`src/rtl/nr_recip_pkg.sv`:
```
package nr_recip_pkg;
    typedef enum logic [1:0] {
        ST_IDLE = 2'd0,
        ST_ITER = 2'd1,
        ST_DONE = 2'd2
    } nr_state_t;
endpackage

```
`src/rtl/nr_mul_sat.sv`:
```
// Signed multiply, arithmetic shift by FRAC, clamp into OW bits.
module nr_mul_sat #(
    parameter int AW   = 9,
    parameter int BW   = 9,
    parameter int OW   = 9,
    parameter int FRAC = 7
) (
    input  logic signed [AW-1:0] op_a,
    input  logic signed [BW-1:0] op_b,
    output logic signed [OW-1:0] res
);
    localparam int PW = AW + BW;
    localparam logic signed [PW-1:0] MAXV = {{(PW-OW+1){1'b0}}, {(OW-1){1'b1}}};
    localparam logic signed [PW-1:0] MINV = {{(PW-OW+1){1'b1}}, {(OW-1){1'b0}}};

    logic signed [PW-1:0] prod;
    logic signed [PW-1:0] shifted;

    always_comb begin
        prod    = PW'(op_a) * PW'(op_b);
        shifted = prod >>> FRAC;
        if (shifted > MAXV)
            res = MAXV[OW-1:0];
        else if (shifted < MINV)
            res = MINV[OW-1:0];
        else
            res = shifted[OW-1:0];
    end
endmodule

```
`src/rtl/nr_step.sv`:
```
// One Newton-Raphson update: x' = x * (2 - x*b).
module nr_step #(
    parameter int W    = 9,
    parameter int FRAC = 7
) (
    input  logic signed [W-1:0] x_cur,
    input  logic signed [W-1:0] b_val,
    output logic signed [W-1:0] x_next
);
    localparam int DW = W + 2;
    localparam logic signed [DW-1:0] TWO = DW'(1) <<< (FRAC + 1);

    logic signed [W-1:0]  xb;
    logic signed [DW-1:0] corr;

    nr_mul_sat #(.AW(W), .BW(W), .OW(W), .FRAC(FRAC)) u_mul_xb (
        .op_a (x_cur),
        .op_b (b_val),
        .res  (xb)
    );

    always_comb corr = TWO - {{2{xb[W-1]}}, xb};

    nr_mul_sat #(.AW(W), .BW(DW), .OW(W), .FRAC(FRAC)) u_mul_xd (
        .op_a (x_cur),
        .op_b (corr),
        .res  (x_next)
    );

    always_comb begin
        a_r1_corr_positive: assert (corr > 0)
            else $error("R1: correction term not positive");
    end
endmodule

```
`src/rtl/nr_conv.sv`:
```
// Tolerance test between two successive estimates.
module nr_conv #(
    parameter int W   = 9,
    parameter int TOL = 1
) (
    input  logic signed [W-1:0] x_old,
    input  logic signed [W-1:0] x_new,
    output logic                near
);
    logic signed [W:0] delta;
    logic        [W:0] mag;

    always_comb begin
        delta = {x_new[W-1], x_new} - {x_old[W-1], x_old};
        mag   = delta[W] ? (W+1)'(-delta) : delta;
        near  = (mag <= (W+1)'(TOL));
    end
endmodule

```
`src/rtl/nr_ctrl.sv`:
```
// Sequencer: holds divisor, estimate, count and done flag.
module nr_ctrl
    import nr_recip_pkg::*;
#(
    parameter int              W        = 9,
    parameter int              MAX_ITER = 15,
    parameter int              CW       = 4,
    parameter logic [W-1:0]    SEED     = 9'h040
) (
    input  logic          clk,
    input  logic          rst,
    input  logic          start,
    input  logic [W-1:0]  b_in,
    input  logic [W-1:0]  x_next,
    input  logic          near,
    output logic [W-1:0]  b_q,
    output logic [W-1:0]  x_q,
    output logic [CW-1:0] cnt_q,
    output logic          done_q
);
    nr_state_t state, state_nx;
    logic      last;

    always_comb last = (cnt_q == CW'(MAX_ITER - 1));

    always_ff @(posedge clk) begin
        if (rst)
            state <= ST_IDLE;
        else
            state <= state_nx;
    end

    always_comb begin
        state_nx = state;
        unique case (state)
            ST_IDLE: if (start) state_nx = ST_ITER;
            ST_ITER: begin
                if (start)
                    state_nx = ST_ITER;
                else if (near || last)
                    state_nx = ST_DONE;
            end
            ST_DONE: if (start) state_nx = ST_ITER;
            default: state_nx = ST_IDLE;
        endcase
    end

    always_ff @(posedge clk) begin
        if (rst) begin
            b_q    <= '0;
            x_q    <= '0;
            cnt_q  <= '0;
            done_q <= 1'b0;
        end else if (start) begin
            b_q    <= b_in;
            x_q    <= SEED;
            cnt_q  <= '0;
            done_q <= 1'b0;
        end else if (state == ST_ITER) begin
            x_q   <= x_next;
            cnt_q <= cnt_q + CW'(1);
            if (near || last)
                done_q <= 1'b1;
        end
    end

    a_r2_load: assert property (@(posedge clk) disable iff (rst)
        start |=> (x_q == SEED) && (cnt_q == '0) && !done_q)
        else $error("R2: start did not load seed");

    a_r3_count_step: assert property (@(posedge clk) disable iff (rst)
        (state == ST_ITER) && !start |=> cnt_q == $past(cnt_q) + CW'(1))
        else $error("R3: count did not advance");

    a_r4_done_cause: assert property (@(posedge clk) disable iff (rst)
        $rose(done_q) |-> ($past(state) == ST_ITER) && ($past(near) || $past(last)))
        else $error("R4: completion without cause");

    a_r4_no_early: assert property (@(posedge clk) disable iff (rst)
        (state == ST_ITER) && !start && !near && !last |=> !done_q)
        else $error("R4: early completion");

    a_r5_hold: assert property (@(posedge clk) disable iff (rst)
        done_q && !start |=> done_q && $stable(x_q) && $stable(cnt_q))
        else $error("R5: result not held");

    a_r6_limit: assert property (@(posedge clk) disable iff (rst)
        cnt_q <= CW'(MAX_ITER))
        else $error("R6: count beyond limit");
endmodule

```
`src/rtl/nr_recip_unit.sv`:
```
module nr_recip_unit #(
    parameter int W        = 9,
    parameter int FRAC     = 7,
    parameter int MAX_ITER = 15,
    parameter int TOL      = 1,
    parameter int CW       = $clog2(MAX_ITER + 1)
) (
    input  logic          clk,
    input  logic          rst,
    input  logic          start,
    input  logic [W-1:0]  divisor,
    output logic [W-1:0]  estimate,
    output logic [CW-1:0] iter_cnt,
    output logic          converged
);
    localparam logic [W-1:0] SEED = W'(1) << (FRAC - 1);

    logic [W-1:0] b_q, x_q, x_nx;
    logic         near;

    nr_step #(.W(W), .FRAC(FRAC)) u_step (
        .x_cur  (x_q),
        .b_val  (b_q),
        .x_next (x_nx)
    );

    nr_conv #(.W(W), .TOL(TOL)) u_conv (
        .x_old (x_q),
        .x_new (x_nx),
        .near  (near)
    );

    nr_ctrl #(.W(W), .MAX_ITER(MAX_ITER), .CW(CW), .SEED(SEED)) u_ctrl (
        .clk    (clk),
        .rst    (rst),
        .start  (start),
        .b_in   (divisor),
        .x_next (x_nx),
        .near   (near),
        .b_q    (b_q),
        .x_q    (x_q),
        .cnt_q  (iter_cnt),
        .done_q (converged)
    );

    assign estimate = x_q;
endmodule

```
`config.mk`:
```
export PLATFORM = sky130hd
export DESIGN_NAME = nr_recip_unit
export DESIGN_NICKNAME = d
export VERILOG_FILES = /design/src/rtl/nr_recip_pkg.sv /design/src/rtl/nr_mul_sat.sv /design/src/rtl/nr_step.sv /design/src/rtl/nr_conv.sv /design/src/rtl/nr_ctrl.sv /design/src/rtl/nr_recip_unit.sv
export SDC_FILE = /design/constraint.sdc
export NUM_CORES = 1
export LEC_CHECK = 0
export BUFFER_PORTS_ARGS = -buffer_cell sky130_fd_sc_hd__buf_2
export CELL_PAD_IN_SITES_DETAIL_PLACEMENT = 0
export CELL_PAD_IN_SITES_GLOBAL_PLACEMENT = 1
export CORE_AREA = 2 2 143 145
export DETAILED_ROUTE_END_ITERATION = 12
export DIE_AREA = 0 0 145 147
export GPL_ROUTABILITY_DRIVEN = 1
export PLACE_DENSITY = 0.79
export REMOVE_ABC_BUFFERS = 1
export SYNTH_ARGS = -nofsm -noshare
export SYNTH_HDL_FRONTEND = slang
export SYNTH_SLANG_ARGS = --single-unit
export TNS_END_PERCENT = 5
```
`constraint.sdc`:
```
create_clock -name clk -period 15.1 [get_ports clk]
set_input_delay 3.02 -clock clk [delete_from_list [all_inputs] [get_ports clk]]
set_output_delay 3.02 -clock clk [all_outputs]
set_load 0.02 [all_outputs]
```
-- After elaboration in Yosys (flattened, before gate mapping)
Index checks and enable logic that the tools add are counted.
W data, S select, Z words.
- muxes and demuxes: 11
- reductions and logical operators: 7
- $add $sub $neg: 4
- $mul: 2
- eq/ne operators: 5
- order comparisons: 5
- operator list (cell ; count):
    $mux W9 ; 4
    $mul A9 B11 Y20 ; 1
    $mul A9 B9 Y18 ; 1
    $mux W7 ; 2
    $gt A13 B9 Y1 const B ; 1
    $lt A13 B9 Y1 const B ; 1
    $gt A11 B9 Y1 const B ; 1
    $lt A11 B9 Y1 const B ; 1
    $sub A10 B9 Y11 const A ; 1
    $le A10 B1 Y1 const B ; 1
    $mux W10 ; 1
    $neg A10 Y10 ; 1
    $sub A9 B9 Y10 ; 1
    $mux W2 ; 3
    $add A4 B1 Y4 const B ; 1
    $eq A4 B4 Y1 const B ; 1
    $pmux W2 S2 ; 1
    $reduce_and A2 Y1 ; 2
    $reduce_or A2 Y1 ; 2
    $ne A3 B3 Y1 const B ; 1
    $eq A2 B1 Y1 const B ; 1
    $eq A2 B2 Y1 const B ; 1
    $logic_not A2 Y1 ; 1
    $ne A2 B1 Y1 const B ; 1
    2 further kinds ; 2
- logic and storage cells: 40
- bits of input ports: 12
- flip-flop bits (word level): 25
- output and inout bits: 14

-- Logic depth before layout (Yosys ltp)
Gate-level depths: netlist of the first run.
- word-level depth: 17
- depth in mapped cells: 64
- depth with buffers taken out: 63

-- By module
A second synthesis of the first run with hierarchy kept.
- cells, all modules: 987
- area, all modules: 8745.9 µm²
- modules (own cells, without submodules) (module ; cells an instance ; seq. area each (µm²) ; times used ; area each (µm²)):
    nr_mul_sat at u_step.u_mul_xd ; 438 ; 0.0 ; 1 ; 3858.7
    nr_mul_sat at u_step.u_mul_xb ; 332 ; 0.0 ; 1 ; 3105.5
    nr_ctrl ; 103 ; 500.5 ; 1 ; 933.4
    nr_conv ; 93 ; 0.0 ; 1 ; 679.4
    nr_step ; 21 ; 0.0 ; 1 ; 168.9

-- Worst setup path before layout of the first run
Ideal clock, no wire load.
- path type: reg2reg
- start point: register u_ctrl.x_q[2]
- end point: register u_ctrl.state[0]
- slack: 0.489 ns
- cell stages (with the launch flop): 62
- required time: 14.985 ns
- period minus slack after synthesis: 14.611 ns
- setup time: 0.115 ns
- data arrival time: 14.496 ns
- buffers on the path: 3
- cell sequence: dfxtp_1 clkbuf_1 clkbuf_1 nand2_1 fa_1 fa_1 inv_1 fa_1 fa_1 fa_1 ha_1 buf_4 a21oi_2 nand2_1 o311ai_1 and2_1 o311a_1 nor2_1 [... 26 more ...] nor2_1 a32oi_4 o21ai_0 ha_1 inv_1 fa_1 a21o_1 a21oi_1 o21ai_0 a21oi_1 o21bai_1 a21oi_1 xnor2_1 nand3_1 a211o_1 a211oi_1 nor2_1 o21a_1
- cells in the longest elaborated chain, start to end: 16
- elaborated cells between the ends (all ways): 18
- those cells by class: 3 x add/sub; 2 x mul; 5 x order compare; 1 x eq/ne; 5 x mux; 2 x reduce/logical
- ends and longest elaborated chain (what ; RTL line ; RTL):
    from (decl) ; nr_ctrl.sv:17 ; output logic [W-1:0] x_q,
    from (signal assigned) ; nr_ctrl.sv:60 ; x_q <= x_next;
    $mul A9 B9 Y18 ; nr_mul_sat.sv:20 ; prod = PW'(op_a) * PW'(op_b);
    $lt A11 B9 Y1 ; nr_mul_sat.sv:24 ; else if (shifted < MINV)
    $mux W9 ; nr_mul_sat.sv:24 ;
    $mux W9 ; nr_mul_sat.sv:22 ; if (shifted > MAXV)
    $sub A10 B9 Y11 ; nr_step.sv:22 ; always_comb corr = TWO - {{2{xb[W-1]}}, xb};
    $mul A9 B11 Y20 ; nr_mul_sat.sv:20 ;
    $lt A13 B9 Y1 ; nr_mul_sat.sv:24 ;
    $mux W9 ; nr_mul_sat.sv:24 ;
    $mux W9 ; nr_mul_sat.sv:22 ;
    $sub A9 B9 Y10 * ; nr_conv.sv:14 ; delta = {x_new[W-1], x_new} - {x_old[W-1], x_old};
    $neg A10 Y10 ; nr_conv.sv:15 ; mag = delta[W] ? (W+1)'(-delta) : delta;
    $mux W10 * ; nr_conv.sv:15 ;
    $le A10 B1 Y1 * ; nr_conv.sv:16 ; near = (mag <= (W+1)'(TOL));
    $logic_or A1 B1 Y1 * ; nr_ctrl.sv:40 ; else if (near || last)
    $ne A3 B3 Y1 (no source line) * ; n/a ;
    $reduce_and A2 Y1 (no source line) * ; n/a ;
    to (signal assigned) ; nr_ctrl.sv:30 ; state <= state_nx;
    to (decl) ; nr_ctrl.sv:21 ; nr_state_t state, state_nx;
Every way passes the cells marked *; elsewhere a longest branch is shown, timed or not.
A chain may end at the register's enable or synchronous reset.

-- Worst setup path after layout of the first run
- start point: register u_ctrl.b_q[8]
- end point: register u_ctrl.state[0]
- cells in the longest elaborated chain, start to end: 16
- elaborated cells between the ends (all ways): 18
- those cells by class: 3 x add/sub; 2 x mul; 5 x order compare; 1 x eq/ne; 5 x mux; 2 x reduce/logical
- ends and longest elaborated chain (what ; RTL line ; RTL):
    from (decl) ; nr_ctrl.sv:16 ; output logic [W-1:0] b_q,
    from (signal assigned) ; nr_ctrl.sv:55 ; b_q <= b_in;
    $mul A9 B9 Y18 * ; nr_mul_sat.sv:20 ;
    $lt A11 B9 Y1 ; nr_mul_sat.sv:24 ;
    $mux W9 ; nr_mul_sat.sv:24 ;
    $mux W9 * ; nr_mul_sat.sv:22 ;
    $sub A10 B9 Y11 * ; nr_step.sv:22 ;
    $mul A9 B11 Y20 * ; nr_mul_sat.sv:20 ;
    $lt A13 B9 Y1 ; nr_mul_sat.sv:24 ;
    $mux W9 ; nr_mul_sat.sv:24 ;
    $mux W9 * ; nr_mul_sat.sv:22 ;
    $sub A9 B9 Y10 * ; nr_conv.sv:14 ;
    $neg A10 Y10 ; nr_conv.sv:15 ;
    $mux W10 * ; nr_conv.sv:15 ;
    $le A10 B1 Y1 * ; nr_conv.sv:16 ;
    $logic_or A1 B1 Y1 * ; nr_ctrl.sv:40 ;
    $ne A3 B3 Y1 (no source line) * ; n/a ;
    $reduce_and A2 Y1 (no source line) * ; n/a ;
Marks and branches as above.

==> results.toml, run 1 <==
[critical_path]
max_stage_delay_ns = 0.59
crit_path_end_kind = "flop"
critical_path_class = "flop to flop"
cp_max_fo = 11
timing.critical_path.mode_cell = "fa_1"
worstSetupStartpointType = "flop"
required_ns = 15.27
slowest_stage = "fa_1"
worst_ep_arrival_time_ns = 14.49

[timing]
clock.fmax_ghz = 0.0698
drv_slew = 0
setup_slack_ns = 0.777
finalCritPeriodShare = 0.949
rsz0062_at_grt = "no"
skew_ns = 0.00267
setup_viol = 0
fin_crit_ns = 14.32
relSlewSlack = 0.553
timing.setup.tns_ns = 0
tightest_slew_ns = 0.669
finalHoldViolCount = 0

[logic_synthesis]
synth_cell_type_count = 80
ys_async_sr_fraction = 0
synth_flop_cell = "dfxtp_1"
yosysTopAreaCellShare = 0.322
synth_area_per_cell_sq_um = 8.77
ys_seq_elements = 25
synth-seq-area-share = 0.0639
synth_edf_count = 0
yosys_warnings = 0
synth_area_sq_um = 7830
netlist_instances = 893
synth.area.top_cells = "fa_1 32%, ha_1 16%, inv_1 6.5%"
synth_top_area_cell = "fa_1"

[clock_network]
cts_buffers = 3
cts_max_level = 1
tritoncts = "done"
clk_transition_reported_paths_ns = 0.07
root_buffer = "clkbuf_16"
numClockSinks = 25
max-clock-path-buffers = 2
clk_latency_ns = 0.26

[floorplan]
core-area_sq_um = 19800
start_util = 0.394
dieArea_sq_um = 21300
fp.dieH_microns = 147
num_io_pins = 26
die_width_microns = 145
rows = 52

[grt]
grt_overflow = 0
grt_pass1_vias = 6524
grt_start_max_net_pins = 20
antenna_found_initial = 0
grt_use_total = 0.190
grt_pass1_wl_microns = 33100

[place]
placed_area_sq_um = 8350
dp_hpwl_microns = 16300
dp_worst_setup_slack_ns = 0.0603
portBuffers = 25
gp_congestion = 0.855

[worst_hold_path]
hp-class = "flop to flop"

[outcome]
status = "complete, no violations"

[flow_run]
drv_cap = 0

[routing]
post_drt_wl_per_cell_microns = 16.1
drt_iter0_drc = 320
wl_microns = 19200
dr_total_vias = 6114
drcViolationCount = 0
drtAntennaViolNets = 0
vias_per_cell = 5.11
first_pass_iters = 5

[final_layout]
nNetsFinal = 1164
post-route-util = 0.436
nFillCells = 1982
diodes = 0
syn2layout_area_growth_pct = 10.5
drive_gt1_frac = 0.136
finalInstanceArea_sq_um = 8650

[pwr]
ir_drop_mv = 0.0689
power_density_nw_per_um2 = 82.5
p_leak_nw = 4.55
power.total_uw = 714
cell type report:
cell class	instances	area [sq um]	area share
sequential	25	515	0.0596
clock buffer	3	75.1	0.00868
clock inverter	1	7.51	0.000868
multi-input combinational	700	6820	0.788
tap	270	338	0.0390
inverter	139	522	0.0603
timing repair buffer	59	380	0.0440
per-stage QoR:
step	hold slack, ns	std cells
detailed placement	0.483	1185
floorplan	0.488	864
global placement	0.450	1185
global route	0.547	1197
finish	0.485	1197
CTS	0.500	1189
where the power goes:
part	total [mW]	switching, mW	leakage, nW	internal [mW]
clock network	0.0624	0.0263	0.0371	0.0361
logic	0.572	0.336	4.31	0.236
registers	0.0790	0.00870	0.209	0.0703
Yosys cell counts, types with 8 or more instances:
master,n
a21o_1,8
a21oi_1,24
and2_1,50
clkbuf_1,21
dfxtp_1,25
fa_1,126
ha_1,98
inv_1,135
mux2i_1,11
nand2_1,113
nand2b_1,9
nor2_1,69
nor2b_1,12
nor3_1,19
o21ai_0,16
xnor2_1,24
xor2_1,15
what timing repair did:
action / 4_1_cts / 5_1_grt
setup buffers: 0 / 8
hold buffers: 0 / 0
hold endpoints to repair: 0 / 0
setup endpoints to repair: 0 / 3
gates resized for setup: 0 / 44
worst paths after layout:
kind	start	slack, ns	to	cells past startpoint
min	u_ctrl.done_q	0.48	u_ctrl.done_q	2
max	u_ctrl.b_q[8]	0.78	u_ctrl.state[0]	58
max reg2reg	u_ctrl.b_q[8]	0.78	u_ctrl.state[0]	58
min reg2reg	u_ctrl.done_q	0.48	u_ctrl.done_q	2
cells in the final DEF, fill, tap and decap left out, types with 3 or more instances in the layout:
cell	instances
a211o_1	5
a21o_1	8
a21oi_1	22
a21oi_2	3
a221oi_2	3
and2_1	50
and3_1	4
buf_2	25
buf_4	34
clkbuf_16	3
dfxtp_1	15
dfxtp_2	9
fa_1	125
ha_1	97
inv_1	134
inv_2	5
mux2i_1	11
nand2_1	113
nand2b_1	9
nand3_1	7
nand4_1	3
nor2_1	67
nor2b_1	12
nor3_1	17
o211ai_1	3
o21a_1	6
o21ai_0	13
o21ai_1	4
o21ai_2	5
o21bai_1	5
or2_2	3
xnor2_1	23
xor2_1	15
cells by family after synthesis:
| family | Yosys count | share of synthesized area |
|---|---|---|
| mux | 13 | 0.0174 |
| simple gates | 308 | 0.194 |
| buf+inv | 168 | 0.0836 |
| flops | 25 | 0.0639 |
| fa+ha+maj | 224 | 0.479 |
| xor+xnor | 42 | 0.0513 |
| compound gates | 113 | 0.111 |
worst max-delay path, delay by kind of cell, from the launching register on:
kind,cells,cell delay (ns)
flip-flops,1,0.44
AND/OR/NAND/NOR,9,1.31
AO/OA/AOI/OAI,24,4.69
buffers and inverters,7,0.64
XOR/XNOR,2,0.41
multiplexers,1,0.08
adder cells (fa/ha/maj),15,6.64
flip-flops by register name, indices dropped and copies added (netlist names):
signal and flops:
u_ctrl.state 2, u_ctrl.b_q 9, u_ctrl.cnt_q 4, u_ctrl.done_q 1, u_ctrl.x_q 9
layer usage:
metal	share of wire	track usage	wire, microns
met1	0.46	0.261	8880
met2	0.48	0.327	9250
met3	0.030	0.0121	571
met4	0.028	0.0530	545
met5	0	0	0
Note: power is estimated with default switching activity, not from simulation.
==> run 2: changes to the inputs <==
--- a/config.mk
+++ b/config.mk
@@ -12,8 +12,7 @@
 export DETAILED_ROUTE_END_ITERATION = 12
 export DIE_AREA = 0 0 145 147
 export GPL_ROUTABILITY_DRIVEN = 1
-export PLACE_DENSITY = 0.79
-export REMOVE_ABC_BUFFERS = 1
+export PLACE_DENSITY = 0.77
 export SYNTH_ARGS = -nofsm -noshare
 export SYNTH_HDL_FRONTEND = slang
 export SYNTH_SLANG_ARGS = --single-unit
==> constraint.sdc (replaced) <==
create_clock -name clk -period 15 [get_ports clk]
set_input_delay 3 -clock clk [delete_from_list [all_inputs] [get_ports clk]]
set_output_delay 3 -clock clk [all_outputs]
set_load 0.02 [all_outputs]
==> run 2 against run 1 <==
First-iteration DRC count up 5.9%. Flip-flop and latch count unchanged. Worst hold slack worse by 0.011 ns. Critical path type unchanged.
==> results.toml, run 2 (synthesized netlist as in run 1, its figures left out) <==
[floorplan]
dieArea_sq_um = 21300
start_util = 0.394
die_width_microns = 145
num_io_pins = 26
core-area_sq_um = 19800
fp.dieH_microns = 147
rows = 52

[clock_network]
clk_latency_ns = 0.27
max-clock-path-buffers = 2
root_buffer = "clkbuf_16"
tritoncts = "done"
clk_transition_reported_paths_ns = 0.07
numClockSinks = 25
cts_max_level = 1
cts_buffers = 3

[place]
dp_hpwl_microns = 16300
portBuffers = 25
dp_worst_setup_slack_ns = -0.125
gp_congestion = 0.885

[final_layout]
nNetsFinal = 1167
final_cell_mix = "133 x inv_1, 124 x fa_1, 110 x nand2_1, 93 x ha_1, 66 x nor2_1"
diodes = 0
final_common_cell = "inv_1"
syn2layout_area_growth_pct = 11.7
drive_gt1_frac = 0.154
layout_top_registers = "u_ctrl.b_q (9), u_ctrl.x_q (9), u_ctrl.cnt_q (4)"
post-route-util = 0.441

[critical_path]
timing.critical_path.mode_cell = "fa_1"
critical_path_class = "flop to flop"
r2r_cells = 57
max_stage_delay_ns = 0.59
slowest_stage = "fa_2"
cp_max_fo = 7
worstSetupStartpointType = "flop"
required_ns = 15.17
worst_ep_arrival_time_ns = 14.46
crit_path_end_kind = "flop"

[grt]
grt_pass1_wl_microns = 32700
grt_use_total = 0.189
antenna_found_initial = 0
grt_start_max_net_pins = 20
grt_pass1_vias = 6375
grt_overflow = 0

[flow_run]
drv_cap = 0

[timing]
skew_ns = 0.00553
finalCritPeriodShare = 0.953
timing.setup.tns_ns = 0
relSlewSlack = 0.588
finalHoldViolCount = 0
tightest_slew_ns = 0.617
fin_crit_ns = 14.29
setup_viol = 0
drv_slew = 0
clock.fmax_ghz = 0.0700
setup_slack_ns = 0.712

[pwr]
ir_drop_mv = 0.103
p_leak_nw = 4.57
power_density_nw_per_um2 = 82.0

[routing]
drcViolationCount = 0
wl_microns = 19600
vias_per_cell = 5.13
drt_iter0_drc = 339
dr_total_vias = 6150
post_drt_wl_per_cell_microns = 16.3
first_pass_iters = 5
drtAntennaViolNets = 0

[outcome]
status = "complete, no violations"

[logic_synthesis]
synthesis.nets = 1129

[worst_hold_path]
hp-class = "flop to flop"
min_path_cells = 2
run 2: changes by cell type in the layout (fill, tap and decap cells not counted), sizes merged:
cell,delta
buf,+3
run 2: per-layer routing:
| layer | vias to the layer above | GRT usage | part of all wire |
|---|---|---|---|
| met4 | 0 | 0.0356 | 0.015 |
| li1 | 2944 | - | - |
| met1 | 3088 | 0.253 | 0.45 |
| met3 | 17 | 0.0276 | 0.036 |
| met5 | - | 0 | 0 |
| met2 | 101 | 0.328 | 0.50 |
run 2: worst paths after layout:
check,endpoint,slack (ns),start
hold reg to reg,u_ctrl.done_q,0.47,u_ctrl.done_q
setup reg to reg,u_ctrl.state[0],0.71,u_ctrl.b_q[5]
setup / recovery,u_ctrl.state[0],0.71,u_ctrl.b_q[5]
hold / removal,u_ctrl.done_q,0.47,u_ctrl.done_q
run 2: report_power, final:
part | internal, mW | switching (mW) | total, mW
Sequential | 0.0707 | 0.00742 | 0.0781
Clock | 0.0364 | 0.0272 | 0.0635
Combinational | 0.236 | 0.340 | 0.576
run 2: critical path: cells and delay by family (launching register included):
kind            cells  cell delay (ns)
fa+ha+maj          14             6.06
compound gates     22             4.67
flops               1             0.36
mux                 2             0.38
buf+inv             6             0.52
simple gates       13             2.21
run 2: stage by stage:
| step | area, sq um | hold WS [ns] | instances | power (mW) |
|---|---|---|---|---|
| final | 8740 | 0.474 | 1200 | 0.717 |
| after global routing | 8740 | 0.502 | 1200 | 0.796 |
| after CTS | 8460 | 0.490 | 1191 | 0.685 |
| after detailed placement | 8370 | 0.475 | 1187 | 0.618 |
| after global placement | 8370 | 0.467 | 1187 | 0.621 |
| after floorplan | 7830 | 0.488 | 893 | 0.481 |
run 2: layout make-up:
cell class,count,area (sq um)
fillers,1992,11100
multi-input cells,700,6880
inverters,139,522
flip-flops and latches,25,518
repair buffers,62,403
well taps,270,338
clock buffers,3,75.1
clock inverters,1,7.51
run 2: repair_timing:
item | in CTS | in global routing
hold buffers | 0 | 0
pin swaps | 0 | 16
gates resized for setup | 3 | 57
endpoints found under the setup margin | 3 | 3
setup buffers | 0 | 9
==> run 3: changes to the inputs <==
--- a/config.mk
+++ b/config.mk
@@ -5,14 +5,15 @@
 export SDC_FILE = /design/constraint.sdc
 export NUM_CORES = 1
 export LEC_CHECK = 0
+export ABC_AREA = 1
 export BUFFER_PORTS_ARGS = -buffer_cell sky130_fd_sc_hd__buf_2
 export CELL_PAD_IN_SITES_DETAIL_PLACEMENT = 0
 export CELL_PAD_IN_SITES_GLOBAL_PLACEMENT = 1
-export CORE_AREA = 2 2 143 145
+export CORE_AREA = 2 2 144 146
 export DETAILED_ROUTE_END_ITERATION = 12
-export DIE_AREA = 0 0 145 147
+export DIE_AREA = 0 0 146 148
 export GPL_ROUTABILITY_DRIVEN = 1
-export PLACE_DENSITY = 0.77
+export PLACE_DENSITY = 0.79
 export SYNTH_ARGS = -nofsm -noshare
 export SYNTH_HDL_FRONTEND = slang
 export SYNTH_SLANG_ARGS = --single-unit
==> run 3 against run 2 <==
Combinational power increased by 44%. Critical path depth increased by 8. Setup slack improved by 0.75 ns. Synthesized cell count rose by 20%. Routed wire length is 2.4% lower. Clock power is 4.7% lower. Die area is 1.4% higher. Critical path type unchanged. Critical endpoint is now u_ctrl.state[1]. Largest power group unchanged.
==> results.toml, run 3 <==
[pwr]
power.total_uw = 976
power_density_nw_per_um2 = 116
ir_drop_mv = 0.145
p_leak_nw = 4.94

[clock_network]
cts_buffers = 3
max-clock-path-buffers = 2
clk_latency_ns = 0.26
numClockSinks = 25
root_buffer = "clkbuf_16"
clk_transition_reported_paths_ns = 0.07
cts_max_level = 1
tritoncts = "done"

[logic_synthesis]
synth_common_cells = "237 x nand2_1, 228 x inv_1, 126 x fa_1"
synth_flop_cell = "dfxtp_1"
synth_top_family_by_area = "adder cells"
synth_area_sq_um = 7930
synth_top_area_cell = "fa_1"
ys_seq_elements = 25
synth-seq-area-share = 0.0631
yosys_warnings = 0
synth-simple-area-share = 0.226
synthesis.nets = 1306
synthAdderAreaFrac = 0.472
synth-compound-area-share = 0.0683
yosysTopAreaCellShare = 0.318
synth_area_per_cell_sq_um = 7.41
yosys-mux-area-fraction = 0
synth_edf_count = 0
synth_most_common_cell = "nand2_1"
synthXorXnorAreaFrac = 0.0419
netlist_instances = 1070
synth_cell_type_count = 39
synth.area.top_cells = "fa_1 32%, ha_1 15%, nand2_1 11%"
ys_async_sr_fraction = 0

[routing]
first_pass_iters = 5
drt_iter0_drc = 330
drcViolationCount = 0
wl_microns = 19200
vias_per_cell = 4.83
drtAntennaViolNets = 0
dr_total_vias = 6494
post_drt_wl_per_cell_microns = 14.3

[critical_path]
crit_path_end_kind = "flop"
cp_max_fo = 16
critical_path_class = "flop to flop"
r2r_start = "u_ctrl.x_q[8]"
required_ns = 15.19
slowest_stage = "fa_1"
worst_ep_arrival_time_ns = 13.73
max_stage_delay_ns = 0.60
crit_start = "u_ctrl.x_q[8]"
worstSetupStartpointType = "flop"

[final_layout]
post-route-util = 0.418
syn2layout_area_growth_pct = 5.66
final_common_cell = "nand2_1"
layout_top_registers = "u_ctrl.b_q (9), u_ctrl.x_q (9), u_ctrl.cnt_q (4)"
final_cell_mix = "237 x nand2_1, 228 x inv_1, 126 x fa_1, 98 x ha_1, 95 x nor2_1"
nFillCells = 2125
drive_gt1_frac = 0.0670
nNetsFinal = 1311
final_cells = 1344
diodes = 0

[timing]
relSlewSlack = 0.218
tightest_slew_ns = 1.16
fin_crit_ns = 13.54
setup_viol = 0
rsz0062_at_grt = "no"
finalCritPeriodShare = 0.903
drv_slew = 0
finalHoldViolCount = 0
timing.setup.tns_ns = 0
skew_ns = 0.00731
clock.fmax_ghz = 0.0738
whs_ns = 0.474

[place]
dp_hpwl_microns = 16200
portBuffers = 25
dp.cells = 1340
gp_congestion = 0.842

[grt]
grt_pass1_vias = 6589
grt_pass1_wl_microns = 32500
grt_use_total = 0.184
antenna_found_initial = 0
grt_start_max_net_pins = 19
grt_overflow = 0

[outcome]
status = "complete, no violations"

[floorplan]
start_util = 0.396
num_io_pins = 26
dieArea_sq_um = 21600
fp.dieH_microns = 148
die_width_microns = 146
core-area_sq_um = 20000
rows = 52

[worst_hold_path]
hold_start = "u_ctrl.done_q"
hp-class = "flop to flop"

[flow_run]
drv_cap = 0
## run 3: changes by cell type in the layout (fill, tap and decap cells not counted), sizes merged, moves of 14 or more
cell / delta
buf: -34
and2: -48
nand3: +26
o21ai: +16
a21oi: +27
nand2: +144
xnor2: -14
nor2: +29
inv: +93
## run 3: kinds of logic after synthesis
family	Yosys count
xor+xnor	35
fa+ha+maj	224
simple gates	415
flops	25
buf+inv	268
compound gates	103
## run 3: routing by layer
metal  up-vias  GRT usage  share of wire
met5         -          0              0
met4         0     0.0291          0.017
met3        19     0.0102          0.029
met2       121      0.328           0.49
met1      3105      0.252           0.46
li1       3249          -              -
## run 3: path summary, 6_finish.rpt
path	endpoint	slack, ns	cells after the start
hold reg to reg	u_ctrl.done_q	0.47	2
setup reg to reg	u_ctrl.state[1]	1.46	65
setup / recovery	u_ctrl.state[1]	1.46	65
hold / removal	u_ctrl.done_q	0.47	2
## run 3: through the flow
stage                     cell area [sq um]  worst slack [ns]
after floorplan                        7930              2.53
after global placement                 8300              1.54
after detailed placement               8300              1.22
after CTS                              8380              1.18
after global routing                   8380             0.137
final                                  8380              1.46
## run 3: power by group
group          switching (mW)  internal, mW  total, mW
Combinational           0.529         0.298      0.828
Sequential             0.0166        0.0709     0.0875
Clock                  0.0243        0.0362     0.0605
Total                   0.570         0.405      0.976
## run 3: what timing repair did
| action | in CTS | in global routing |
|---|---|---|
| hold buffers | 0 | 0 |
| setup endpoints to repair | 0 | 3 |
| buffers inserted | 0 | 0 |
| resized for setup | 0 | 1 |
## run 3: final cells by class
cell class / count / area [sq um] / share of cell area
sequential: 25 / 502 / 0.0599
inverter: 240 / 901 / 0.107
multi-input combinational: 777 / 6410 / 0.765
tap: 270 / 338 / 0.0403
clock buffer: 3 / 75.1 / 0.00896
clock inverter: 1 / 7.51 / 0.000896
timing repair buffer: 28 / 148 / 0.0176
## run 3: worst max-delay path: cells and delay by family, from the launching register on
family                   cells  cell delay (ns)
AO/OA/AOI/OAI               14             2.65
XOR/XNOR                     3             0.66
adder cells (fa/ha/maj)     14             6.15
buffers and inverters        9             0.93
flip-flops                   1             0.58
AND/OR/NAND/NOR             25             2.51
